$ cat src/rtl/uart_rx_pkg.sv
package uart_rx_pkg;

   localparam int DATA_W = 8;
   localparam int CTRL_W = 5;

   // control register bit positions
   localparam int C_PORT  = 0;
   localparam int C_RUN   = 1;
   localparam int C_NINE  = 2;
   localparam int C_FILT  = 3;
   localparam int C_SHOT  = 4;

   typedef enum logic [1:0] {
      ST_IDLE  = 2'd0,
      ST_START = 2'd1,
      ST_DATA  = 2'd2,
      ST_STOP  = 2'd3
   } rx_state_e;

   typedef struct packed {
      logic [DATA_W-1:0] data;
      logic              ninth;
      logic              stop_bad;
   } rx_frame_t;

endpackage

$ cat src/rtl/rx_line_sync.sv
module rx_line_sync #(
   parameter int STAGES = 2
) (
   input  logic clk,
   input  logic rst_n,
   input  logic line_in,
   output logic line_out
);

   generate
      if (STAGES < 2) begin : g_bad_stages
         $error("rx_line_sync needs at least two stages");
      end
   endgenerate

   logic [STAGES-1:0] chain_q;

   always_ff @(posedge clk or negedge rst_n) begin
      if (!rst_n) chain_q <= '1;
      else        chain_q <= {chain_q[STAGES-2:0], line_in};
   end

   assign line_out = chain_q[STAGES-1];

endmodule

$ cat src/rtl/rx_frame_sampler.sv
module rx_frame_sampler
   import uart_rx_pkg::*;
#(
   parameter int OSR          = 16,
   parameter bit NINE_SUPPORT = 1'b1
) (
   input  logic      clk,
   input  logic      rst_n,
   input  logic      line_s,
   input  logic      tick,
   input  logic      enable,
   input  logic      nine_mode,
   output logic      frame_valid,
   output rx_frame_t frame
);

   localparam int CNT_W = $clog2(OSR);
   localparam int HALF  = OSR / 2;
   localparam int IDX_W = 4;
   localparam logic [CNT_W-1:0] CNT_MID  = CNT_W'(HALF - 1);
   localparam logic [CNT_W-1:0] CNT_FULL = CNT_W'(OSR - 1);

   logic       nine_eff;
   logic [IDX_W-1:0] last_idx;

   generate
      if (NINE_SUPPORT) begin : g_nine
         assign nine_eff = nine_mode;
      end else begin : g_eight
         logic unused_nine;
         assign unused_nine = nine_mode;
         assign nine_eff    = 1'b0;
      end
   endgenerate

   assign last_idx = nine_eff ? IDX_W'(DATA_W) : IDX_W'(DATA_W - 1);

   rx_state_e        state_q;
   logic [CNT_W-1:0] cnt_q;
   logic [IDX_W-1:0] idx_q;
   logic [DATA_W:0]  bits_q;

   always_ff @(posedge clk or negedge rst_n) begin
      if (!rst_n) begin
         state_q     <= ST_IDLE;
         cnt_q       <= '0;
         idx_q       <= '0;
         bits_q      <= '0;
         frame_valid <= 1'b0;
         frame       <= '0;
      end else begin
         frame_valid <= 1'b0;
         if (!enable) begin
            state_q <= ST_IDLE;
            cnt_q   <= '0;
         end else if (tick) begin
            case (state_q)
               ST_IDLE: begin
                  if (!line_s) begin
                     state_q <= ST_START;
                     cnt_q   <= '0;
                  end
               end
               ST_START: begin
                  if (cnt_q == CNT_MID) begin
                     cnt_q <= '0;
                     if (line_s) begin
                        state_q <= ST_IDLE;
                     end else begin
                        state_q <= ST_DATA;
                        idx_q   <= '0;
                     end
                  end else begin
                     cnt_q <= cnt_q + 1'b1;
                  end
               end
               ST_DATA: begin
                  if (cnt_q == CNT_FULL) begin
                     cnt_q         <= '0;
                     bits_q[idx_q] <= line_s;
                     if (idx_q == last_idx) state_q <= ST_STOP;
                     else                   idx_q   <= idx_q + 1'b1;
                  end else begin
                     cnt_q <= cnt_q + 1'b1;
                  end
               end
               ST_STOP: begin
                  if (cnt_q == CNT_FULL) begin
                     cnt_q          <= '0;
                     state_q        <= ST_IDLE;
                     frame_valid    <= 1'b1;
                     frame.data     <= bits_q[DATA_W-1:0];
                     frame.ninth    <= nine_eff & bits_q[DATA_W];
                     frame.stop_bad <= ~line_s;
                  end else begin
                     cnt_q <= cnt_q + 1'b1;
                  end
               end
               default: state_q <= ST_IDLE;
            endcase
         end
      end
   end

endmodule

$ cat src/rtl/rx_hold_buffer.sv
module rx_hold_buffer
   import uart_rx_pkg::*;
(
   input  logic              clk,
   input  logic              rst_n,
   input  logic              frame_valid,
   input  rx_frame_t         frame,
   input  logic              nine_mode,
   input  logic              filter_en,
   input  logic              run_en,
   input  logic              pop,
   output logic [DATA_W-1:0] buf_data,
   output logic              buf_ninth,
   output logic              frame_err,
   output logic              overrun,
   output logic              full,
   output logic              load
);

   logic accept;

   // address filter: in nine-bit mode with filtering on, only marked frames pass
   assign accept = frame_valid & ~(filter_en & nine_mode & ~frame.ninth);
   assign load   = accept & ~overrun & ~full;

   always_ff @(posedge clk or negedge rst_n) begin
      if (!rst_n) begin
         buf_data  <= '0;
         buf_ninth <= 1'b0;
         frame_err <= 1'b0;
         full      <= 1'b0;
      end else if (load) begin
         buf_data  <= frame.data;
         buf_ninth <= frame.ninth;
         frame_err <= frame.stop_bad;
         full      <= 1'b1;
      end else if (pop) begin
         full <= 1'b0;
      end
   end

   always_ff @(posedge clk or negedge rst_n) begin
      if (!rst_n)                             overrun <= 1'b0;
      else if (!run_en)                       overrun <= 1'b0;
      else if (accept && !overrun && full)    overrun <= 1'b1;
   end

endmodule

$ cat src/rtl/uart_addr_rx.sv
module uart_addr_rx
   import uart_rx_pkg::*;
#(
   parameter int OSR          = 16,
   parameter int SYNC_STAGES  = 2,
   parameter bit NINE_SUPPORT = 1'b1
) (
   input  logic              clk,
   input  logic              rst_n,
   input  logic              rx_in,
   input  logic              baud_tick,
   input  logic              bus_wr,
   input  logic              bus_rd,
   input  logic              bus_addr,
   input  logic [CTRL_W-1:0] bus_wdata,
   output logic [7:0]        bus_rdata,
   output logic              rx_ready
);

   generate
      if (OSR < 4 || (OSR % 2) != 0) begin : g_bad_osr
         $error("uart_addr_rx: OSR must be even and at least 4");
      end
   endgenerate

   logic [CTRL_W-1:0] ctrl_q;
   logic              port_en, run_en, nine_q, filt_en, rx_en;
   logic              line_s;
   logic              frame_valid;
   rx_frame_t         frame;
   logic              pop;
   logic [DATA_W-1:0] buf_data;
   logic              buf_ninth, frame_err, overrun, full, load;

   always_ff @(posedge clk or negedge rst_n) begin
      if (!rst_n)      ctrl_q <= '0;
      else if (bus_wr && !bus_addr) ctrl_q <= bus_wdata;
   end

   assign port_en = ctrl_q[C_PORT];
   assign run_en  = ctrl_q[C_RUN];
   assign nine_q  = ctrl_q[C_NINE];
   assign filt_en = ctrl_q[C_FILT];
   assign rx_en   = port_en & run_en;
   assign pop     = bus_rd & bus_addr;

   rx_line_sync #(.STAGES(SYNC_STAGES)) u_sync (
      .clk      (clk),
      .rst_n    (rst_n),
      .line_in  (rx_in),
      .line_out (line_s)
   );

   rx_frame_sampler #(.OSR(OSR), .NINE_SUPPORT(NINE_SUPPORT)) u_samp (
      .clk         (clk),
      .rst_n       (rst_n),
      .line_s      (line_s),
      .tick        (baud_tick),
      .enable      (rx_en),
      .nine_mode   (nine_q),
      .frame_valid (frame_valid),
      .frame       (frame)
   );

   rx_hold_buffer u_hold (
      .clk         (clk),
      .rst_n       (rst_n),
      .frame_valid (frame_valid),
      .frame       (frame),
      .nine_mode   (nine_q),
      .filter_en   (filt_en),
      .run_en      (run_en),
      .pop         (pop),
      .buf_data    (buf_data),
      .buf_ninth   (buf_ninth),
      .frame_err   (frame_err),
      .overrun     (overrun),
      .full        (full),
      .load        (load)
   );

   always_comb begin
      if (bus_addr) bus_rdata = buf_data;
      else          bus_rdata = {overrun, frame_err, buf_ninth, ctrl_q};
   end

   assign rx_ready = full;

endmodule

$ cat config.mk
export PLATFORM = sky130hd
export DESIGN_NAME = uart_addr_rx
export DESIGN_NICKNAME = d
export VERILOG_FILES = /design/src/rtl/uart_rx_pkg.sv /design/src/rtl/rx_line_sync.sv /design/src/rtl/rx_frame_sampler.sv /design/src/rtl/rx_hold_buffer.sv /design/src/rtl/uart_addr_rx.sv
export SDC_FILE = /design/constraint.sdc
export NUM_CORES = 1
export LEC_CHECK = 0
export ABC_AREA = 0
export BUFFER_PORTS_ARGS = -buffer_cell sky130_fd_sc_hd__buf_2
export CAP_MARGIN = 20
export CELL_PAD_IN_SITES_DETAIL_PLACEMENT = 2
export CELL_PAD_IN_SITES_GLOBAL_PLACEMENT = 2
export CORE_ASPECT_RATIO = 0.9
export CORE_MARGIN = 2
export CORE_UTILIZATION = 37
export CTS_CLUSTER_SIZE = 28
export DETAILED_ROUTE_END_ITERATION = 10
export PLACE_DENSITY = 0.76
export REMOVE_ABC_BUFFERS = 1
export SYNTH_ARGS = -nofsm -noshare
export SYNTH_HDL_FRONTEND = slang
export SYNTH_HIERARCHICAL = 1
export SYNTH_SLANG_ARGS = --single-unit
export TNS_END_PERCENT = 100
$ cat constraint.sdc
create_clock -name clk -period 1.9 [get_ports clk]
set_input_delay 0.19 -clock clk [delete_from_list [all_inputs] [get_ports clk]]
set_output_delay 0.19 -clock clk [all_outputs]
set_load 0.05 [all_outputs]
==> results of run 1 <==
==> state kept, by name (all words and copies together) (netlist names), 2 cells and up <==
name,cells
ctrl_q,5
u_samp/bits_q,9
u_samp/cnt_q,4
u_samp/idx_q,4
u_samp/state_q,2
u_samp/frame,10
u_sync/chain_q,2
u_hold/buf_data,8
==> worst max-delay path, stage by stage (launching register included) <==
cell	delay, ns
dfrtp_1	0.40
ha_2	0.23
and4_1	0.26
and3_4	0.25
buf_12	0.12
nand3_1	0.11
mux2_1	0.35
==> metal layers <==
layer / vias up / track usage / share of wire
li1: 730 / - / -
met1: 810 / 0.2289 / 0.43
met5: - / 0 / 0
met2: 27 / 0.3112 / 0.52
met3: 4 / 0.04111 / 0.034
met4: 0 / 0.04091 / 0.0062
==> cells in the final DEF, fill, tap and decap left out, drive strengths merged, types with 2 or more instances in the layout <==
cell type / count
nor2: 4
dfrtp: 47
nand2: 11
nor2b: 4
nand4b: 3
ha: 5
and2: 2
inv: 5
buf: 31
mux2: 40
clkbuf: 6
and3: 2
mux2i: 2
o21ai: 7
a21oi: 5
dlygate4sd3: 2
o211ai: 2
dfstp: 2
nand4: 5
nand3: 10
==> path summary, 6_finish.rpt <==
| check | end | cells after the start |
|---|---|---|
| worst min register to register | u_sync/chain_q[1] | 0 |
| worst max register to register | u_samp/bits_q[4] | 6 |
| worst max-delay path | u_samp/bits_q[4] | 6 |
| worst min-delay path | ctrl_q[3] | 2 |
| max in group asynchronous | u_samp/state_q[1] | 3 |
| min in group asynchronous | u_hold/buf_data[5] | 2 |
==> area by class of cell <==
| cell class | count | area, um^2 | area share |
|---|---|---|---|
| well taps | 87 | 108.9 | 0.03915 |
| flip-flops and latches | 49 | 1230 | 0.4424 |
| inverters | 5 | 18.77 | 0.006751 |
| repair buffers | 33 | 227.7 | 0.08191 |
| clock inverters | 2 | 38.79 | 0.01395 |
| clock buffers | 6 | 72.57 | 0.02610 |
| multi-input cells | 121 | 1084 | 0.3897 |
==> where the power goes <==
part	internal (mW)	switching, mW
clock network	0.396	0.362
registers	1.06	0.0254
logic	0.0683	0.110
total	1.53	0.498
==> stage by stage <==
stage               hold WS [ns]  total power, mW  setup slack (ns)  TNS (ns)
floorplan                -0.1056            1.200          -0.02738  -0.02738
global placement          0.1221            1.278            0.1402         0
detailed placement        0.1365            1.288          -0.04337  -0.05125
CTS                       0.1030            2.053          0.007827         0
global route             0.09708            2.123          -0.01587  -0.01587
finish                    0.1148            2.025           0.05461         0
==> timing repair <==
item | CTS | global route
hold endpoints to repair | 14 | 0
resized for setup | 1 | 3
hold buffers | 2 | 0
setup endpoints to repair | 6 | 7
buffers inserted | 1 | 0
==> qor.csv, run 1 <==
metric;value;unit
clk root buf;clkbuf_8;
Via density;5.185;
Clk Latency, worst-skew pair;0.30;ns
drt first pass iters;4;
largest net degree at the start of global routing;19;
Die Y-Extent;80.26;um
Worst Clk Skew;0.007750;ns
antenna violations before repair;0;
share of post-route cells with drive strength above 1;0.4028;
CP max FO;7;
initial DRC count;50;
CTS Sinks;49;
I/O Buffers;20;
Worst Path Required;2.09;ns
final hold vios;0;
Critical path origin;u_samp/cnt_q[1];
Max Cap Violations;0;
Layout Cells excl Fill;303;
worst hold start;bus_wdata[3];
Pwr per Cell Area;728.4;nW/um^2
Max Root-Sink Buffers;2;
routed len/inst;19.10;um
leak pwr;1.402;nW
placed inst area;2633;um^2
Hold/Removal Path Class;input port to flip-flop;
Slew Viols, Final;0;
Inst Count DP;292;
chip width;88.74;um
post-DP HPWL;4.259;mm
Final Routed Wirelength;5.786;mm
Slew HR;0.7145;
post-route cell area;2780;um^2
global-route wire length before repair;9.528;mm
CTS tree;built;
DRC violations left;0;
CORE AREA;6182;um^2
Max H-tree Level;2;
Clock transition at path regs;0.09;ns
worst-margin pin slew;0.4283;ns
Syn Std Cell Area;2391;um^2
final net count;232;
R2R Setup Slk;0.05;ns
Die ar.;7122;um^2
vias in the first global route;1739;
reg2reg start;u_samp/cnt_q[1];
final setup fails;0;
I/O pins;21;
YS warnings;6;
crit share post-route;0.9713;
Mean Syn Cell Area;12.99;um^2
FMAX;541.9;MHz
Post-DRT Antenna Nets;0;
WP data arrival;2.03;ns
total CTS buffers;5;
area added between synthesis and finish;16.27;%
via count;1571;
fillcell total;612;
Peak VDD IR;0.2193;mV
final core utilization;0.4497;
fin crit period;1.845;ns
GRT Overall Usage;0.1805;
CP Class;flip-flop to flip-flop;
routability cong.;0.8172;
remaining global-route overflow;0;
run status;finished, final reports clean;
row cnt;27;
Setup crit end kind;flip-flop;
CP Launch Type;flip-flop;
starting density of the core;0.3868;
antenna cell count;0;
synthesized instance count;184;
No activity file was read; power rests on OpenSTA's default activity.
==> run 2: changes to the inputs <==
--- a/config.mk
+++ b/config.mk
@@ -10,9 +10,10 @@
 export CAP_MARGIN = 20
 export CELL_PAD_IN_SITES_DETAIL_PLACEMENT = 2
 export CELL_PAD_IN_SITES_GLOBAL_PLACEMENT = 2
-export CORE_ASPECT_RATIO = 0.9
+export CORE_ASPECT_RATIO = 1.5
 export CORE_MARGIN = 2
 export CORE_UTILIZATION = 37
+export CTS_CLUSTER_DIAMETER = 40
 export CTS_CLUSTER_SIZE = 28
 export DETAILED_ROUTE_END_ITERATION = 10
 export PLACE_DENSITY = 0.76
==> run 2 against run 1 <==
Compared with the run above:
- register-to-register slack improved by 0.05 ns
- power is 7.1% higher
- clock-buffer cell count is 1 lower
- critical path depth is the same
- largest cell class unchanged
- highest routed layer unchanged
==> qor.csv, run 2 (synthesized netlist as in run 1, its figures left out) <==
metric;value;unit;change
run status;finished, final reports clean;;unchanged
RSZ-0062 raised after global routing;false;;
FMAX;555.9;MHz;was 541.9 MHz
I/O Buffers;20;;unchanged
placed inst area;2589;um^2;was 2633 um^2
chip width;69.64;um;was 88.74 um
Final Routed Wirelength;5.676;mm;was 5.786 mm
CP Launch Type;flip-flop;;unchanged
crit share post-route;0.9468;;was 0.9713
drt first pass iters;2;;was 4
Worst Clk Skew;0.004334;ns;was 0.007750 ns
Die ar.;7134;um^2;was 7122 um^2
Pwr per Cell Area;784.9;nW/um^2;was 728.4 nW/um^2
largest net degree at the start of global routing;30;;was 19
antenna violations before repair;0;;unchanged
CTS tree;built;;unchanged
clk root buf;clkbuf_8;;unchanged
final setup fails;0;;unchanged
max FFs per register;10;;unchanged
I/O pins;21;;unchanged
row cnt;35;;was 27
share of post-route cells with drive strength above 1;0.4065;;was 0.4028
antenna cell count;0;;unchanged
final hold vios;0;;unchanged
CORE AREA;6218;um^2;was 6182 um^2
Via density;5.503;;was 5.185
post-DP HPWL;4.340;mm;was 4.259 mm
initial DRC count;46;;was 50
global-route wire length before repair;9.577;mm;was 9.528 mm
vias in the first global route;1822;;was 1739
Setup TNS;0;ns;unchanged
Die Y-Extent;102.5;um;was 80.26 um
worst-margin pin slew;0.6953;ns;was 0.4283 ns
via count;1585;;was 1571
Max Root-Sink Buffers;2;;unchanged
Largest Register;u_samp/frame;;unchanged
Worst Path Required;2.09;ns;about the same
DRC violations left;0;;unchanged
Max H-tree Level;2;;unchanged
commonest non-fill, non-tap cell in the layout;dfrtp_1;;unchanged
routed len/inst;19.71;um;was 19.10 um
WP data arrival;1.99;ns;was 2.03 ns
starting density of the core;0.3845;;was 0.3868
Slew HR;0.5365;;was 0.7145
Setup crit end kind;flip-flop;;unchanged
CTS Sinks;49;;unchanged
leak pwr;1.401;nW;was 1.402 nW
Clk Latency, worst-skew pair;0.31;ns;was 0.30 ns
routability cong.;0.8237;;was 0.8172
Post-DRT Antenna Nets;0;;unchanged
CP Class;flip-flop to flip-flop;;unchanged
Max Cap Violations;0;;unchanged
area added between synthesis and finish;15.59;%;was 16.27%
final net count;230;;was 232
CP max FO;7;;unchanged
Slew Viols, Final;0;;unchanged
remaining global-route overflow;0;;unchanged
Hold/Removal Path Class;input port to flip-flop;;unchanged
Clock transition at path regs;0.09;ns;about the same
most frequent cells in the layout;dfrtp_1 (46), mux2_2 (24), buf_2 (20), nand2_1 (11), mux2_4 (10);;unchanged
final core utilization;0.4445;;was 0.4497
Peak VDD IR;0.3456;mV;was 0.2193 mV
GRT Overall Usage;0.1746;;was 0.1805
total CTS buffers;5;;unchanged
fin crit period;1.799;ns;was 1.845 ns
Regs by FF count;u_samp/frame (10), u_samp/bits_q (9), u_hold/buf_data (8);;unchanged
post-route cell area;2764;um^2;was 2780 um^2
==> run 2: per-layer routing <==
| layer | GRT usage | wire length (um) | vias up |
|---|---|---|---|
| met5 | 0 | 0 | - |
| li1 | - | - | 728 |
| met2 | 0.3380 | 3295 | 27 |
| met3 | 0.02761 | 153 | 10 |
| met1 | 0.1892 | 2114 | 820 |
| met4 | 0.07101 | 113 | 0 |
==> run 2: repair_timing <==
action	4_1_cts	5_1_grt
hold buffers	2	0
endpoints found under the setup margin	0	8
setup buffers	0	1
gates resized for setup	0	4
hold endpoints to repair	27	0
==> run 2: report_power, final <==
group	switching, mW	leakage [nW]	internal, mW
Sequential	0.0232	0.665	1.06
Clock	0.372	0.0687	0.530
Combinational	0.114	0.668	0.0671
==> run 2: path summary, 6_finish.rpt <==
kind | slack (ns) | cells past startpoint | end | from
max | 0.10 | 6 | u_samp/bits_q[2] | u_samp/cnt_q[1]
min | 0.11 | 2 | ctrl_q[4] | bus_wdata[4]
max reg2reg | 0.10 | 6 | u_samp/bits_q[2] | u_samp/cnt_q[1]
min reg2reg | 0.36 | 0 | u_sync/chain_q[1] | u_sync/chain_q[0]
max in group asynchronous | 0.89 | 3 | u_samp/bits_q[8] | rst_n
min in group asynchronous | 0.45 | 2 | ctrl_q[4] | rst_n
==> run 2: metrics by stage <==
stage | power (mW) | hold slack, ns | instances | worst slack (ns)
finish | 2.169 | 0.1057 | 288 | 0.1011
global route | 2.255 | 0.09710 | 288 | 0.002483
CTS | 2.199 | 0.09395 | 287 | 0.03542
detailed placement | 1.290 | 0.2773 | 277 | 0.05980
global placement | 1.275 | 0.2679 | 277 | 0.1690
floorplan | 1.200 | -0.1056 | 175 | -0.02738
==> run 2: layout make-up <==
| type | instances | area (um^2) |
|---|---|---|
| fillers | 649 | 3455 |
| repair buffers | 31 | 200.2 |
| multi-input cells | 121 | 1085 |
| clock inverters | 3 | 68.82 |
| flip-flops and latches | 49 | 1230 |
| well taps | 74 | 92.59 |
| clock buffers | 5 | 68.82 |
| inverters | 5 | 18.77 |
==> run 2: worst max-delay path, cell delays in order (launching register included) <==
cell and delay [ns]:
dfrtp_1 0.39, ha_2 0.23, and4_1 0.27, and3_4 0.21
buf_4 0.15, nand3_1 0.09, mux2_1 0.34
